--- config.mk ---
export PLATFORM = sky130hd
export DESIGN_NAME = btb_pred
export DESIGN_NICKNAME = d
export VERILOG_FILES = /design/src/rtl/btb_pkg.sv /design/src/rtl/btb_entry.sv /design/src/rtl/btb_match.sv /design/src/rtl/btb_victim.sv /design/src/rtl/btb_pred.sv
export SDC_FILE = /design/constraint.sdc
export NUM_CORES = 2
export LEC_CHECK = 0
export BUFFER_PORTS_ARGS = -buffer_cell sky130_fd_sc_hd__buf_4
export CORE_MARGIN = 1
export CORE_UTILIZATION = 35
export CTS_CLUSTER_SIZE = 12
export DETAILED_ROUTE_END_ITERATION = 7
export SLEW_MARGIN = 20
export SYNTH_ARGS = -nofsm -noshare
export SYNTH_HDL_FRONTEND = slang
export SYNTH_SLANG_ARGS = --single-unit
--- constraint.sdc ---
create_clock -name clk -period 4.3 [get_ports clk]
set_clock_uncertainty 0.1 [all_clocks]
set_input_delay 0.43 -clock clk [delete_from_list [all_inputs] [get_ports clk]]
set_output_delay 0.43 -clock clk [all_outputs]
set_load 0.01 [all_outputs]
--- src/rtl/btb_pkg.sv ---
package btb_pkg;

   typedef enum logic [1:0] {
      HIST_SNT = 2'b00,
      HIST_WNT = 2'b01,
      HIST_WT  = 2'b10,
      HIST_ST  = 2'b11
   } hist_e;

   // saturating one-step move toward the observed direction
   function automatic hist_e hist_step(input hist_e h, input logic taken);
      hist_e r;
      r = h;
      if (taken) begin
         if (h != HIST_ST) r = hist_e'(h + 2'd1);
      end else begin
         if (h != HIST_SNT) r = hist_e'(h - 2'd1);
      end
      return r;
   endfunction

endpackage

--- src/rtl/btb_entry.sv ---
module btb_entry
   import btb_pkg::*;
#(
   parameter int PC_W  = 32,
   parameter int TGT_W = 32
) (
   input  logic             clk,
   input  logic             rst_n,
   input  logic             alloc_i,
   input  logic             upd_i,
   input  logic             taken_i,
   input  logic [PC_W-1:0]  pc_i,
   input  logic [TGT_W-1:0] tgt_i,
   output logic             valid_o,
   output logic [PC_W-1:0]  tag_o,
   output logic [TGT_W-1:0] tgt_o,
   output logic [1:0]       hist_o
);

   logic             valid_q;
   logic [PC_W-1:0]  tag_q;
   logic [TGT_W-1:0] tgt_q;
   hist_e            hist_q;

   always_ff @(posedge clk) begin
      if (!rst_n) begin
         valid_q <= 1'b0;
         tag_q   <= '0;
         tgt_q   <= '0;
         hist_q  <= HIST_SNT;
      end else if (alloc_i) begin
         valid_q <= 1'b1;
         tag_q   <= pc_i;
         tgt_q   <= tgt_i;
         hist_q  <= HIST_ST;
      end else if (upd_i) begin
         if (taken_i && (tgt_q != tgt_i)) begin
            tgt_q  <= tgt_i;
            hist_q <= HIST_ST;
         end else begin
            hist_q <= hist_step(hist_q, taken_i);
         end
      end
   end

   assign valid_o = valid_q;
   assign tag_o   = tag_q;
   assign tgt_o   = tgt_q;
   assign hist_o  = hist_q;

   AST_SAT_HIGH: assert property (@(posedge clk) disable iff (!rst_n)
      (upd_i && !alloc_i && taken_i && tgt_q == tgt_i && hist_q == HIST_ST) |=> hist_q == HIST_ST);
   AST_SAT_LOW: assert property (@(posedge clk) disable iff (!rst_n)
      (upd_i && !alloc_i && !taken_i && hist_q == HIST_SNT) |=> hist_q == HIST_SNT);
   AST_NEW_TGT: assert property (@(posedge clk) disable iff (!rst_n)
      (upd_i && !alloc_i && taken_i && tgt_q != tgt_i) |=> hist_q == HIST_ST);

endmodule

--- src/rtl/btb_match.sv ---
module btb_match #(
   parameter int ENTRIES = 16,
   parameter int PC_W    = 32
) (
   input  logic [ENTRIES-1:0]           valid_i,
   input  logic [ENTRIES-1:0][PC_W-1:0] tags_i,
   input  logic [PC_W-1:0]              pc_i,
   output logic [ENTRIES-1:0]           hit_o
);

   for (genvar i = 0; i < ENTRIES; i++) begin : g_cmp
      assign hit_o[i] = valid_i[i] && (tags_i[i] == pc_i);
   end

endmodule

--- src/rtl/btb_victim.sv ---
module btb_victim #(
   parameter int ENTRIES = 16,
   parameter int IDX_W   = $clog2(ENTRIES)
) (
   input  logic             clk,
   input  logic             rst_n,
   input  logic             adv_i,
   output logic [IDX_W-1:0] ptr_o
);

   localparam int          LAST  = ENTRIES - 1;
   localparam logic [IDX_W-1:0] LAST_V = IDX_W'(LAST);
   localparam bit          POW2  = (ENTRIES == (1 << IDX_W));

   logic [IDX_W-1:0] ptr_q;
   logic [IDX_W-1:0] ptr_nx;

   if (POW2) begin : g_wrap_free
      assign ptr_nx = ptr_q + 1'b1;
   end else begin : g_wrap_cmp
      assign ptr_nx = (ptr_q == LAST_V) ? '0 : ptr_q + 1'b1;
   end

   always_ff @(posedge clk) begin
      if (!rst_n)     ptr_q <= '0;
      else if (adv_i) ptr_q <= ptr_nx;
   end

   assign ptr_o = ptr_q;

   AST_PTR_RANGE: assert property (@(posedge clk) disable iff (!rst_n)
      ptr_q <= LAST_V);

endmodule

--- src/rtl/btb_pred.sv ---
module btb_pred
   import btb_pkg::*;
#(
   parameter int ENTRIES = 16,
   parameter int PC_W    = 32,
   parameter int TGT_W   = 32
) (
   input  logic             clk,
   input  logic             rst_n,
   input  logic             lk_valid,
   input  logic [PC_W-1:0]  lk_pc,
   output logic             lk_hit,
   output logic             lk_taken,
   output logic [TGT_W-1:0] lk_target,
   input  logic             up_valid,
   input  logic [PC_W-1:0]  up_pc,
   input  logic             up_taken,
   input  logic [TGT_W-1:0] up_target
);

   localparam int IDX_W = (ENTRIES > 1) ? $clog2(ENTRIES) : 1;

   if (ENTRIES < 2) begin : g_bad_entries
      $error("btb_pred: ENTRIES must be at least 2");
   end
   if (PC_W < 1 || TGT_W < 1) begin : g_bad_width
      $error("btb_pred: address widths must be positive");
   end

   logic [ENTRIES-1:0]            valid_v;
   logic [ENTRIES-1:0][PC_W-1:0]  tag_v;
   logic [ENTRIES-1:0][TGT_W-1:0] tgt_v;
   logic [ENTRIES-1:0][1:0]       hist_v;
   logic [ENTRIES-1:0]            lk_hitv;
   logic [ENTRIES-1:0]            up_hitv;
   logic [IDX_W-1:0]              vptr;
   logic                          up_any;
   logic                          alloc;

   btb_match #(.ENTRIES(ENTRIES), .PC_W(PC_W)) u_lk_match (
      .valid_i(valid_v), .tags_i(tag_v), .pc_i(lk_pc), .hit_o(lk_hitv));

   btb_match #(.ENTRIES(ENTRIES), .PC_W(PC_W)) u_up_match (
      .valid_i(valid_v), .tags_i(tag_v), .pc_i(up_pc), .hit_o(up_hitv));

   assign up_any = |up_hitv;
   assign alloc  = up_valid && up_taken && !up_any;

   btb_victim #(.ENTRIES(ENTRIES), .IDX_W(IDX_W)) u_victim (
      .clk(clk), .rst_n(rst_n), .adv_i(alloc), .ptr_o(vptr));

   for (genvar i = 0; i < ENTRIES; i++) begin : g_ent
      btb_entry #(.PC_W(PC_W), .TGT_W(TGT_W)) u_ent (
         .clk    (clk),
         .rst_n  (rst_n),
         .alloc_i(alloc && (vptr == IDX_W'(i))),
         .upd_i  (up_valid && up_hitv[i]),
         .taken_i(up_taken),
         .pc_i   (up_pc),
         .tgt_i  (up_target),
         .valid_o(valid_v[i]),
         .tag_o  (tag_v[i]),
         .tgt_o  (tgt_v[i]),
         .hist_o (hist_v[i]));
   end

   always_comb begin
      lk_hit    = 1'b0;
      lk_taken  = 1'b0;
      lk_target = '0;
      for (int i = 0; i < ENTRIES; i++) begin
         if (lk_valid && lk_hitv[i]) begin
            lk_hit    = 1'b1;
            lk_taken  = lk_taken | hist_v[i][1];
            lk_target = lk_target | tgt_v[i];
         end
      end
   end

   AST_MISS_NOT_TAKEN: assert property (@(posedge clk) disable iff (!rst_n)
      !lk_hit |-> (!lk_taken && lk_target == '0));
   AST_TAG_UNIQUE: assert property (@(posedge clk) disable iff (!rst_n)
      $onehot0(lk_hitv));
   AST_ALLOC_STRONG: assert property (@(posedge clk) disable iff (!rst_n)
      alloc |=> (valid_v[$past(vptr)] && hist_v[$past(vptr)] == 2'b11));
   AST_NT_MISS_HOLD: assert property (@(posedge clk) disable iff (!rst_n)
      (up_valid && !up_taken && !up_any) |=> ($stable(valid_v) && $stable(vptr)));
   AST_VICTIM_MOVES: assert property (@(posedge clk) disable iff (!rst_n)
      alloc |=> vptr != $past(vptr));

endmodule

==> run metrics <==
status=finished, violations left; failing checks=negative setup slack; clock sink total=1076; Residual DRC=0; dominant cells by area after synthesis=dfxtp_1 (35%), xor2_1 (11%), xnor2_1 (11%); clk buf depth=3; Total Routed Length=315 mm; Post-layout nets=7611; Synth cell types=76; routability congestion estimate=1.04; Worst-path clk slew=60 ps; fin crit share=102%; Root Driver=clkbuf_16; dpl hpwl=211 mm; Synth Net Count=around 7600; CP Data Required Time=3770 ps; Yosys warning count=0; Max Cap Viol=0; Critical Path Sink Type=primary output; Tmin final=approximately 4400 ps; proportion of layout cells with a drive suffix above 1=14.2%; Leak=roughly 28 nW; endpoints failing setup=13; DRT iter0 DRCs=a little under 10000; CP Launch Type=flop; Max-Slew Margin vs Limit=29.7%; all-layer global routing usage=between 30% and 40%; Hold Violations, Final=0; Avg Cell Area, Syn=8.28 um^2; post-synthesis cell area=61600 um^2; number of cell rows=around 150; port buffer count=134; CTS buffer count=120; post-synthesis register bit count=1076; Vias/cell=between 6 and 7; Routed Antenna Nets=0; Top FF cell, synth=dfxtp_1; vias=61263; worst setup margin=-96.5 ps; CP max FO=14; Yosys top cell by area=dfxtp_1; full die area=178000 um^2; Synth Instances=between 7000 and 8000; clk_lat worst skew=810 ps; vias in the first global route=approximately 57000; DR WL/cell=31.7 um; EDFF count, synth=0; Pre-Repair DR Iteration Count=6; Worst-Margin Slew=1050 ps; sequential cell area fraction in the yosys report=34.9%; PD cells=about 320 nW/um^2; htree depth=3; CP Class=reg2out; RSZ-0062 raised after global routing=true; top post-synthesis cells by count=dfxtp_1 (1076), xor2_1 (787), nand2_1 (754); chip height=roughly 420 um; Core Footprint=174000 um^2; Fin Hold WS=47.4 ps; Max Clk Rate=227 MHz; Starting Density=roughly 35%; Die W=422 um; most frequent cell after synthesis=dfxtp_1; Max Slew Vio Count=0; Worst EP arrival=~3900 ps; pin count of the biggest net entering global routing=between 100 and 150; placed cell area=67300 um^2; HP Class=in2reg; first-pass GRT wire length=435 mm; fin area=73900 um^2; I/O pin cnt=between 100 and 150; Pwr Total=24.0 mW; initial antenna violation count=18; CTS tree=done; share of the synthesized area in the top cell type=34.9%; ys async rst share=0%; grt total ovfl=0; Area Growth Syn to Fin=19.8%; VDD IR-drop max=379 uV
[state kept, by name (all words and copies together) (netlist names)]
signal and cells:
u_victim.ptr_o 4, g_ent.u_ent.valid_o 16, g_ent.u_ent.tgt_o 512, g_ent.u_ent.hist_o 32, g_ent.u_ent.tag_o 512
[worst paths after layout]
check                                                            start                                endpoint  slack, ps  depth (start not counted)
worst min register to register   g_ent[14].u_ent.tag_o[1]$_SDFFE_PN0P_   g_ent[14].u_ent.tag_o[1]$_SDFFE_PN0P_        380                          2
worst max-delay path            g_ent[13].u_ent.tag_o[26]$_SDFFE_PN0P_                            lk_target[8]       -100                         11
worst max register to register   g_ent[6].u_ent.tag_o[14]$_SDFFE_PN0P_  g_ent[14].u_ent.tgt_o[10]$_SDFFE_PN0P_        400                         13
worst min-delay path                                     up_target[23]   g_ent[0].u_ent.tgt_o[23]$_SDFFE_PN0P_         50                          3
[kinds of logic after synthesis]
kind of cell	after synthesis	synth area share (%)
buffers and inverters	803	6.36
DFF	1076	34.9
xor gates and xnor gates	1526	21.7
muxes	324	5.27
and+or+nand+nor	2241	17.7
AOI/OAI and AO/OA	1471	13.9
adders and majority gates	6	0.114
[through the flow]
step | instances | util, % | setup slack, ps | setup TNS [ps]
finish | 9940 | 42.3 | -96.5 | -383
floorplan | 7447 | - | 753 | 0
detailed placement | 9601 | 38.6 | -250 | -3580
global route | 9934 | 42.3 | -83.0 | -671
global placement | 9601 | 38.6 | -288 | -458
CTS | 9904 | 41.9 | -35.5 | -193
[area by class of cell]
cell class	count	area [um^2]
clock buffer	177	3600
clock inverter	43	541
timing repair buffer	703	7810
multi-input combinational	5568	37200
antenna	11	27.5
fill	17191	101000
sequential	1076	21600
inverter	37	146
tap	2325	2910
[layer usage]
| layer | GRT usage, % | up-vias | part of all wire [%] |
|---|---|---|---|
| met5 | 0 | - | 0.036 |
| met4 | 20.5 | 10 | 7.1 |
| met3 | 9.43 | 972 | 13 |
| met2 | 47.8 | 4391 | 40 |
| met1 | 45.0 | 29954 | 40 |
| li1 | - | 25936 | - |
[cell usage in the layout, fill, tap and decap left out, drive strengths merged, types with 35 or more instances in the layout]
cell | netlist | final
a21oi | 748 | 748
a221oi | 133 | 133
a22o | 132 | 132
buf | 378 | 656
clkbuf | 388 | 185
dfxtp | 1076 | 1076
dlygate4sd3 | 0 | 35
inv | 35 | 38
mux2i | 321 | 321
nand2 | 758 | 758
nand3 | 390 | 390
nand4 | 307 | 307
nor2 | 403 | 403
nor4 | 245 | 245
o21ai | 375 | 375
xnor2 | 739 | 739
xor2 | 787 | 787
[report_power, final]
group | total, mW | internal, mW | switching, mW
Clock | 11.1 | 6.36 | 4.75
Sequential | 10.1 | 10.0 | 0.0871
Combinational | 2.75 | 0.892 | 1.85
[repair_timing]
| action | 4_1_cts | 5_1_grt |
|---|---|---|
| pin swaps | 60 | 61 |
| cloned | 10 | 6 |
| buffers inserted | 38 | 19 |
| hold endpoints to repair | 85 | 0 |
| hold buffers | 35 | 0 |
| gates resized for setup | 133 | 72 |
| setup endpoints to repair | 33 | 33 |
[critical path, cell delays in order (launching register included)]
cell      delay, ps
dfxtp_1         370
xor2_1          180
nor4_1          300
nand4_1         150
or4_4           590
nor4_4          240
buf_6           170
buf_12          180
buf_8           180
a221oi_1        170
nand4_1         320
buf_4           190
Power figures use the tool's default switching activity.
